[src/rtl/tw3_pkg.sv]
package tw3_pkg;

  typedef enum logic [2:0] {
    ST_IDLE = 3'd0,
    ST_LEAD = 3'd1,
    ST_HIGH = 3'd2,
    ST_LOW  = 3'd3,
    ST_TAIL = 3'd4,
    ST_GAP  = 3'd5
  } tw3_state_e;

  // Smallest cycle count whose span covers ns (at least one cycle).
  function automatic int ns_to_cyc(input int ns, input int clk_ns);
    int c;
    c = (ns + clk_ns - 1) / clk_ns;
    if (c < 1) c = 1;
    return c;
  endfunction

  function automatic int max2(input int a, input int b);
    return (a > b) ? a : b;
  endfunction

  function automatic int width_for(input int v);
    return (v < 2) ? 1 : $clog2(v + 1);
  endfunction

endpackage

[src/rtl/tw3_interval.sv]
module tw3_interval #(
  parameter int CNT_W = 9
) (
  input  logic             clk,
  input  logic             rst_n,
  input  logic             load,
  input  logic [CNT_W-1:0] load_val,
  output logic             expired
);
  logic [CNT_W-1:0] cnt;

  always_ff @(posedge clk or negedge rst_n) begin
    if (!rst_n) cnt <= '0;
    else if (load) cnt <= load_val;
    else if (cnt != '0) cnt <= cnt - 1'b1;
  end

  assign expired = (cnt == '0);
endmodule

[src/rtl/tw3_shreg.sv]
module tw3_shreg #(
  parameter int WORD_W = 24
) (
  input  logic              clk,
  input  logic              rst_n,
  input  logic              load,
  input  logic [WORD_W-1:0] load_word,
  input  logic              shift,
  output logic              msb,
  output logic              last_bit
);
  localparam int BC_W = (WORD_W < 2) ? 1 : $clog2(WORD_W);

  logic [WORD_W-1:0] sr;
  logic [BC_W-1:0]   left;

  always_ff @(posedge clk or negedge rst_n) begin
    if (!rst_n) begin
      sr   <= '0;
      left <= '0;
    end else if (load) begin
      sr   <= load_word;
      left <= BC_W'(WORD_W - 1);
    end else if (shift) begin
      sr   <= sr << 1;
      left <= left - 1'b1;
    end
  end

  assign msb      = sr[WORD_W-1];
  assign last_bit = (left == '0);


  no_overrun_chk: assert property (@(posedge clk) disable iff (!rst_n)
    shift |-> !last_bit);
endmodule

[src/rtl/tw3_sel_decode.sv]
module tw3_sel_decode #(
  parameter int NUM_DEV = 4,
  parameter int DEV_W   = 2
) (
  input  logic               enable,
  input  logic [DEV_W-1:0]   dev,
  output logic [NUM_DEV-1:0] le_n
);
  for (genvar g = 0; g < NUM_DEV; g++) begin : g_line
    assign le_n[g] = !(enable && (dev == DEV_W'(g)));
  end
endmodule

[src/rtl/tw3_prog_master.sv]
module tw3_prog_master
  import tw3_pkg::*;
#(
  parameter int WORD_W    = 24,
  parameter int NUM_DEV   = 4,
  parameter int CLK_NS    = 10,
  parameter int T_LEAD_NS = 40,
  parameter int T_DSU_NS  = 20,
  parameter int T_HIGH_NS = 50,
  parameter int T_LOW_NS  = 50,
  parameter int T_TAIL_NS = 20,
  parameter int T_GAP_NS  = 4000,
  localparam int DEV_W    = (NUM_DEV > 1) ? $clog2(NUM_DEV) : 1
) (
  input  logic               clk,
  input  logic               rst_n,
  input  logic               req_valid,
  output logic               req_ready,
  input  logic [WORD_W-1:0]  req_word,
  input  logic [DEV_W-1:0]   req_dev,
  output logic               sclk,
  output logic               sdat,
  output logic [NUM_DEV-1:0] sle_n
);
  localparam int LEAD_C = max2(ns_to_cyc(T_LEAD_NS, CLK_NS), ns_to_cyc(T_DSU_NS, CLK_NS));
  localparam int LOW_C  = max2(ns_to_cyc(T_LOW_NS, CLK_NS), ns_to_cyc(T_DSU_NS, CLK_NS));
  localparam int HIGH_C = ns_to_cyc(T_HIGH_NS, CLK_NS);
  localparam int TAIL_C = ns_to_cyc(T_TAIL_NS, CLK_NS);
  localparam int GAP_C  = ns_to_cyc(T_GAP_NS, CLK_NS);
  localparam int CNT_W  = width_for(max2(max2(LEAD_C, GAP_C), max2(LOW_C, max2(HIGH_C, TAIL_C))));

  localparam logic [CNT_W-1:0] LEAD_V = CNT_W'(LEAD_C - 1);
  localparam logic [CNT_W-1:0] LOW_V  = CNT_W'(LOW_C - 1);
  localparam logic [CNT_W-1:0] HIGH_V = CNT_W'(HIGH_C - 1);
  localparam logic [CNT_W-1:0] TAIL_V = CNT_W'(TAIL_C - 1);
  localparam logic [CNT_W-1:0] GAP_V  = CNT_W'(GAP_C - 1);

  tw3_state_e       st;
  logic [DEV_W-1:0] dev_q;
  logic             sclk_q;

  // Named internal events
  logic accept_evt;
  logic tmr_done;
  logic last_bit;
  logic bit_msb;
  logic shift_evt;
  logic last_fall_evt;
  logic gap_done_evt;
  logic link_active;
  logic tmr_load;
  logic [CNT_W-1:0] tmr_val;

  assign req_ready     = (st == ST_IDLE);
  assign accept_evt    = req_valid && req_ready;
  assign link_active   = (st == ST_LEAD) || (st == ST_HIGH) || (st == ST_LOW) || (st == ST_TAIL);
  assign shift_evt     = (st == ST_HIGH) && tmr_done && !last_bit;
  assign last_fall_evt = (st == ST_HIGH) && tmr_done && last_bit;
  assign gap_done_evt  = (st == ST_GAP) && tmr_done;

  always_comb begin
    tmr_load = 1'b0;
    tmr_val  = '0;
    unique case (st)
      ST_IDLE: if (accept_evt) begin tmr_load = 1'b1; tmr_val = LEAD_V; end
      ST_LEAD: if (tmr_done)   begin tmr_load = 1'b1; tmr_val = HIGH_V; end
      ST_HIGH: if (tmr_done)   begin tmr_load = 1'b1; tmr_val = last_bit ? TAIL_V : LOW_V; end
      ST_LOW:  if (tmr_done)   begin tmr_load = 1'b1; tmr_val = HIGH_V; end
      ST_TAIL: if (tmr_done)   begin tmr_load = 1'b1; tmr_val = GAP_V; end
      default: ;
    endcase
  end

  always_ff @(posedge clk or negedge rst_n) begin
    if (!rst_n) begin
      st     <= ST_IDLE;
      dev_q  <= '0;
      sclk_q <= 1'b0;
    end else begin
      unique case (st)
        ST_IDLE: if (accept_evt) begin
          dev_q <= req_dev;
          st    <= ST_LEAD;
        end
        ST_LEAD: if (tmr_done) begin
          sclk_q <= 1'b1;
          st     <= ST_HIGH;
        end
        ST_HIGH: if (tmr_done) begin
          sclk_q <= 1'b0;
          st     <= last_bit ? ST_TAIL : ST_LOW;
        end
        ST_LOW: if (tmr_done) begin
          sclk_q <= 1'b1;
          st     <= ST_HIGH;
        end
        ST_TAIL: if (tmr_done) st <= ST_GAP;
        ST_GAP:  if (tmr_done) st <= ST_IDLE;
        default: st <= ST_IDLE;
      endcase
    end
  end

  tw3_interval #(.CNT_W(CNT_W)) tmr_i (
    .clk(clk), .rst_n(rst_n), .load(tmr_load), .load_val(tmr_val), .expired(tmr_done)
  );

  tw3_shreg #(.WORD_W(WORD_W)) shreg_i (
    .clk(clk), .rst_n(rst_n), .load(accept_evt), .load_word(req_word),
    .shift(shift_evt), .msb(bit_msb), .last_bit(last_bit)
  );

  tw3_sel_decode #(.NUM_DEV(NUM_DEV), .DEV_W(DEV_W)) dec_i (
    .enable(link_active), .dev(dev_q), .le_n(sle_n)
  );

  assign sclk = sclk_q;
  assign sdat = bit_msb && link_active;


  one_target_chk: assert property (@(posedge clk) disable iff (!rst_n)
    $onehot0(~sle_n));

  idle_clk_low_chk: assert property (@(posedge clk) disable iff (!rst_n)
    (&sle_n) |-> !sclk);

  ready_idle_lines_chk: assert property (@(posedge clk) disable iff (!rst_n)
    req_ready |-> (&sle_n));

  data_steady_high_chk: assert property (@(posedge clk) disable iff (!rst_n)
    sclk |-> $stable(sdat));

  release_clk_low_chk: assert property (@(posedge clk) disable iff (!rst_n)
    $rose(&sle_n) |-> (!sclk && $past(!sclk)));

  gap_then_ready_chk: assert property (@(posedge clk) disable iff (!rst_n)
    gap_done_evt |=> req_ready);
endmodule

[config.mk]
export PLATFORM = sky130hd
export DESIGN_NAME = tw3_prog_master
export DESIGN_NICKNAME = d
export VERILOG_FILES = /design/src/rtl/tw3_pkg.sv /design/src/rtl/tw3_interval.sv /design/src/rtl/tw3_shreg.sv /design/src/rtl/tw3_sel_decode.sv /design/src/rtl/tw3_prog_master.sv
export SDC_FILE = /design/constraint.sdc
export NUM_CORES = 1
export LEC_CHECK = 0
export CAP_MARGIN = 25
export CORE_MARGIN = 3
export CORE_UTILIZATION = 40
export CTS_CLUSTER_SIZE = 28
export DETAILED_ROUTE_END_ITERATION = 7
export DONT_BUFFER_PORTS = 1
export PLACE_DENSITY_LB_ADDON = 0.2
export SLEW_MARGIN = 20
export SYNTH_ARGS = -nofsm -noshare
export SYNTH_HDL_FRONTEND = slang
export SYNTH_HIERARCHICAL = 1
export SYNTH_SLANG_ARGS = --single-unit
export TNS_END_PERCENT = 1
[constraint.sdc]
create_clock -name clk -period 6.9 [get_ports clk]
set_clock_uncertainty 0.2 [all_clocks]
set_input_delay 0.69 -clock clk [delete_from_list [all_inputs] [get_ports clk]]
set_output_delay 0.69 -clock clk [all_outputs]
set_load 0.02 [all_outputs]
==> summary.txt <==
Register area share after synthesis - 46.6%
Die Y-Extent - 82.8 um
CORE AREA - 0.00561 mm2
Number of hold buffers added after cts - 1
R2r startpoint - tmr_i/cnt[0]$_DFFE_PN0P_
Grt ovf - 0
# diodes - 0
# DRC - 0
Most used cell, CP - inv_1
Slew margin rel. - 47.2%
RSZ-0062 raised after global routing - no
Final net count - 264
Period utilisation layout - 59.2%
DIE AREA - 0.00686 mm2
Worst setup margin - 2.81 ns
M1 wire length - 2000 um
Sink Count - 44
Worst Path Arrival - 4.07 ns
Setup crit start - tmr_i/cnt[0]$_DFFE_PN0P_
RD Place Congestion - 0.783
Num CTS Buffers - 5
# rows - 27
Final setup fails - 0
Number of vias in the routed layout - 1635
Worst hold path type - in -> async
Clock transition at the registers of the reported paths - 0.09 ns
H-Tree Depth - 2
CTS tree - done
Most frequent cell after synthesis - dfrtp_1
Fin. Hold Viols - 0
Maximum fanout along the worst path - 17
Max-cap violations - 0
Num ports - 36
Fmax - 245 MHz
DRT Wirelength - 4190 um
Metal3 WL - 174 um
Post-synth EDFFs - 0
Synth async-reset ratio - 100%
DRT Pass-1 Iters - 4
Worst skew pair latency - 0.29 ns
Cell Int Power - 0.577 mW
Crit-path slowest cell - nor3_4
Number of post-CTS setup repair buffers - 0
Dpl hpwl - 2900 um
ANT nets after route - 0
Cells after DPL - 297
Vias in the first global route - 1630
Cells along the critical path - inv_1 -> ha_1 -> or4b_1 -> or2_4 -> inv_1 -> nand3b_1 -> nor3_4 -> buf_4 -> nor4b_2 -> mux2_1
Mean routed wirelength per cell - 13.7 um
Layout Cells excl Fill - 306
Leakage - 0.954 nW
Switching power - 0.345 mW
Family with the most delay on the worst path - simple AND/OR/NAND/NOR gates
Synth-to-Final Area Change - 7.10%
Post-CTS resize count - 0
Max clock buf depth - 2
CP startpoint kind - flip-flop
Top Layer Used - met4
Minimum clock period - 4.09 ns
Gr usage total - 13.1%
Synth top cells by count - dfrtp_1, nand2_1, mux2i_1
Port bufs - 0
Met2 wire length - 1960 um
Number of synthesized register bits - 44
Part of the power in the clock network - 17.7%
Crit path buf inv count - 3
Root buffer cell - clkbuf_8
Sw frac - 37.4%
Top_reg_cell synth - dfrtp_1
Avg Vias per Cell - 5.34
Combinational power share - 32.3%
Largest net degree at the start of global routing - 58
PD cells - 365 mW/mm2
Status - finished, final reports clean
Crit Path Category - reg -> reg
Yosys warns - 6
Layout cell share with drive strength beyond 1 - 10.3%
First-pass GRT wire length - 7510 um
Synth top area cells - dfrtp_1, mux2i_1, nand2_1
Slowest stage delay, CP - 0.66 ns
Mapped Cells - 235
CP required - 6.88 ns
Max Transition Viols Final - 0
Final TNS setup - 0 ns
Yosys top cell by area - dfrtp_1
Worst Tran Pin Value - 0.789 ns
Yosys top cell area share - 46.6%
Chip width - 82.8 um
Initial DRC count - 57
Pre-CTS setup slack - 2.82 ns
VDD IR-drop max - 0.000138 V
Initial Util - 42.1%
Post-Synthesis Cell Area - 0.00236 mm2
Crit end category - flip-flop
Average size of a mapped cell - 10.0 um2
Post-synth cell types - 55
Flop pwr share - 50.0%
Initial antenna violation count - 0
==> per-layer routing <==
metal,vias to the layer above,global-route usage (%)
li1,825,-
met2,29,21.4
met5,-,0
met4,0,4.01
met3,7,3.57
met1,774,17.1
==> logic make-up after synthesis <==
group	share of synthesized area, %
and+or+nand+nor	19.3
AOI/OAI and AO/OA	13.2
DFF	46.6
muxes	12.3
buffers and inverters	5.09
xor gates and xnor gates	2.17
adders and majority gates	1.06
other	0.159
==> worst reg2reg max path, delay by kind of cell (launching register included) <==
kind                       cells  cell delay, ns
and+or+nand+nor                5            2.06
buffers and inverters          3            0.73
DFF                            1            0.41
muxes                          1            0.34
adders and majority gates      1            0.23
==> flip-flops by register name, indices dropped and copies added, names as in the netlist <==
register      count
dev_q             2
sclk              1
shreg_i/left      5
shreg_i/sr       24
st                3
tmr_i/cnt         9
==> power groups by stage <==
stage                     logic, mW  clock network, mW  registers [mW]
after floorplan               0.273                  0           0.432
after CTS                     0.303              0.172           0.463
after global routing          0.342              0.182           0.484
after detailed placement      0.295                  0           0.468
after global placement        0.287                  0           0.467
final                         0.298              0.164           0.461
==> final cells by class <==
cell class	instances	area [um2]
repair buffers	5	57.6
fillers	548	3080
inverters	9	33.8
clock inverters	3	23.8
well taps	72	90.1
multi-input cells	168	1150
flip-flops and latches	44	1100
clock buffers	5	68.8
==> metrics by stage <==
stage	hold slack (ns)	util (%)	power (mW)	area, um2
floorplan	0.194	-	0.705	2370
detailed placement	0.196	42.9	0.763	2410
global route	0.0244	45.1	1.01	2530
CTS	0.0280	45.1	0.938	2530
finish	0.0289	45.1	0.922	2530
global placement	0.196	42.9	0.755	2410
==> path summary, 6_finish.rpt <==
kind	to	slack, ns	cells after the start
max	shreg_i/left[3]$_DFFE_PN0P_	2.81	10
min	tmr_i/cnt[0]$_DFFE_PN0P_	0.03	1
max reg2reg	shreg_i/left[3]$_DFFE_PN0P_	2.81	10
min reg2reg	shreg_i/sr[23]$_DFFE_PN0P_	0.35	2
max in group asynchronous	shreg_i/sr[15]$_DFFE_PN0P_	6.27	1
min in group clk	shreg_i/sr[8]$_DFFE_PN0P_	0.32	2
==> placed cells by master, fill, tap and decap left out, types with 5 or more instances in the layout <==
cell and instances:
mux2i_1 25, nor2_1 7, inv_1 8, nand2_1 33
o21ai_1 24, dfrtp_1 44, a21oi_1 5, clkbuf_8 5
nor3_1 6
Power figures use the tool's default switching activity.
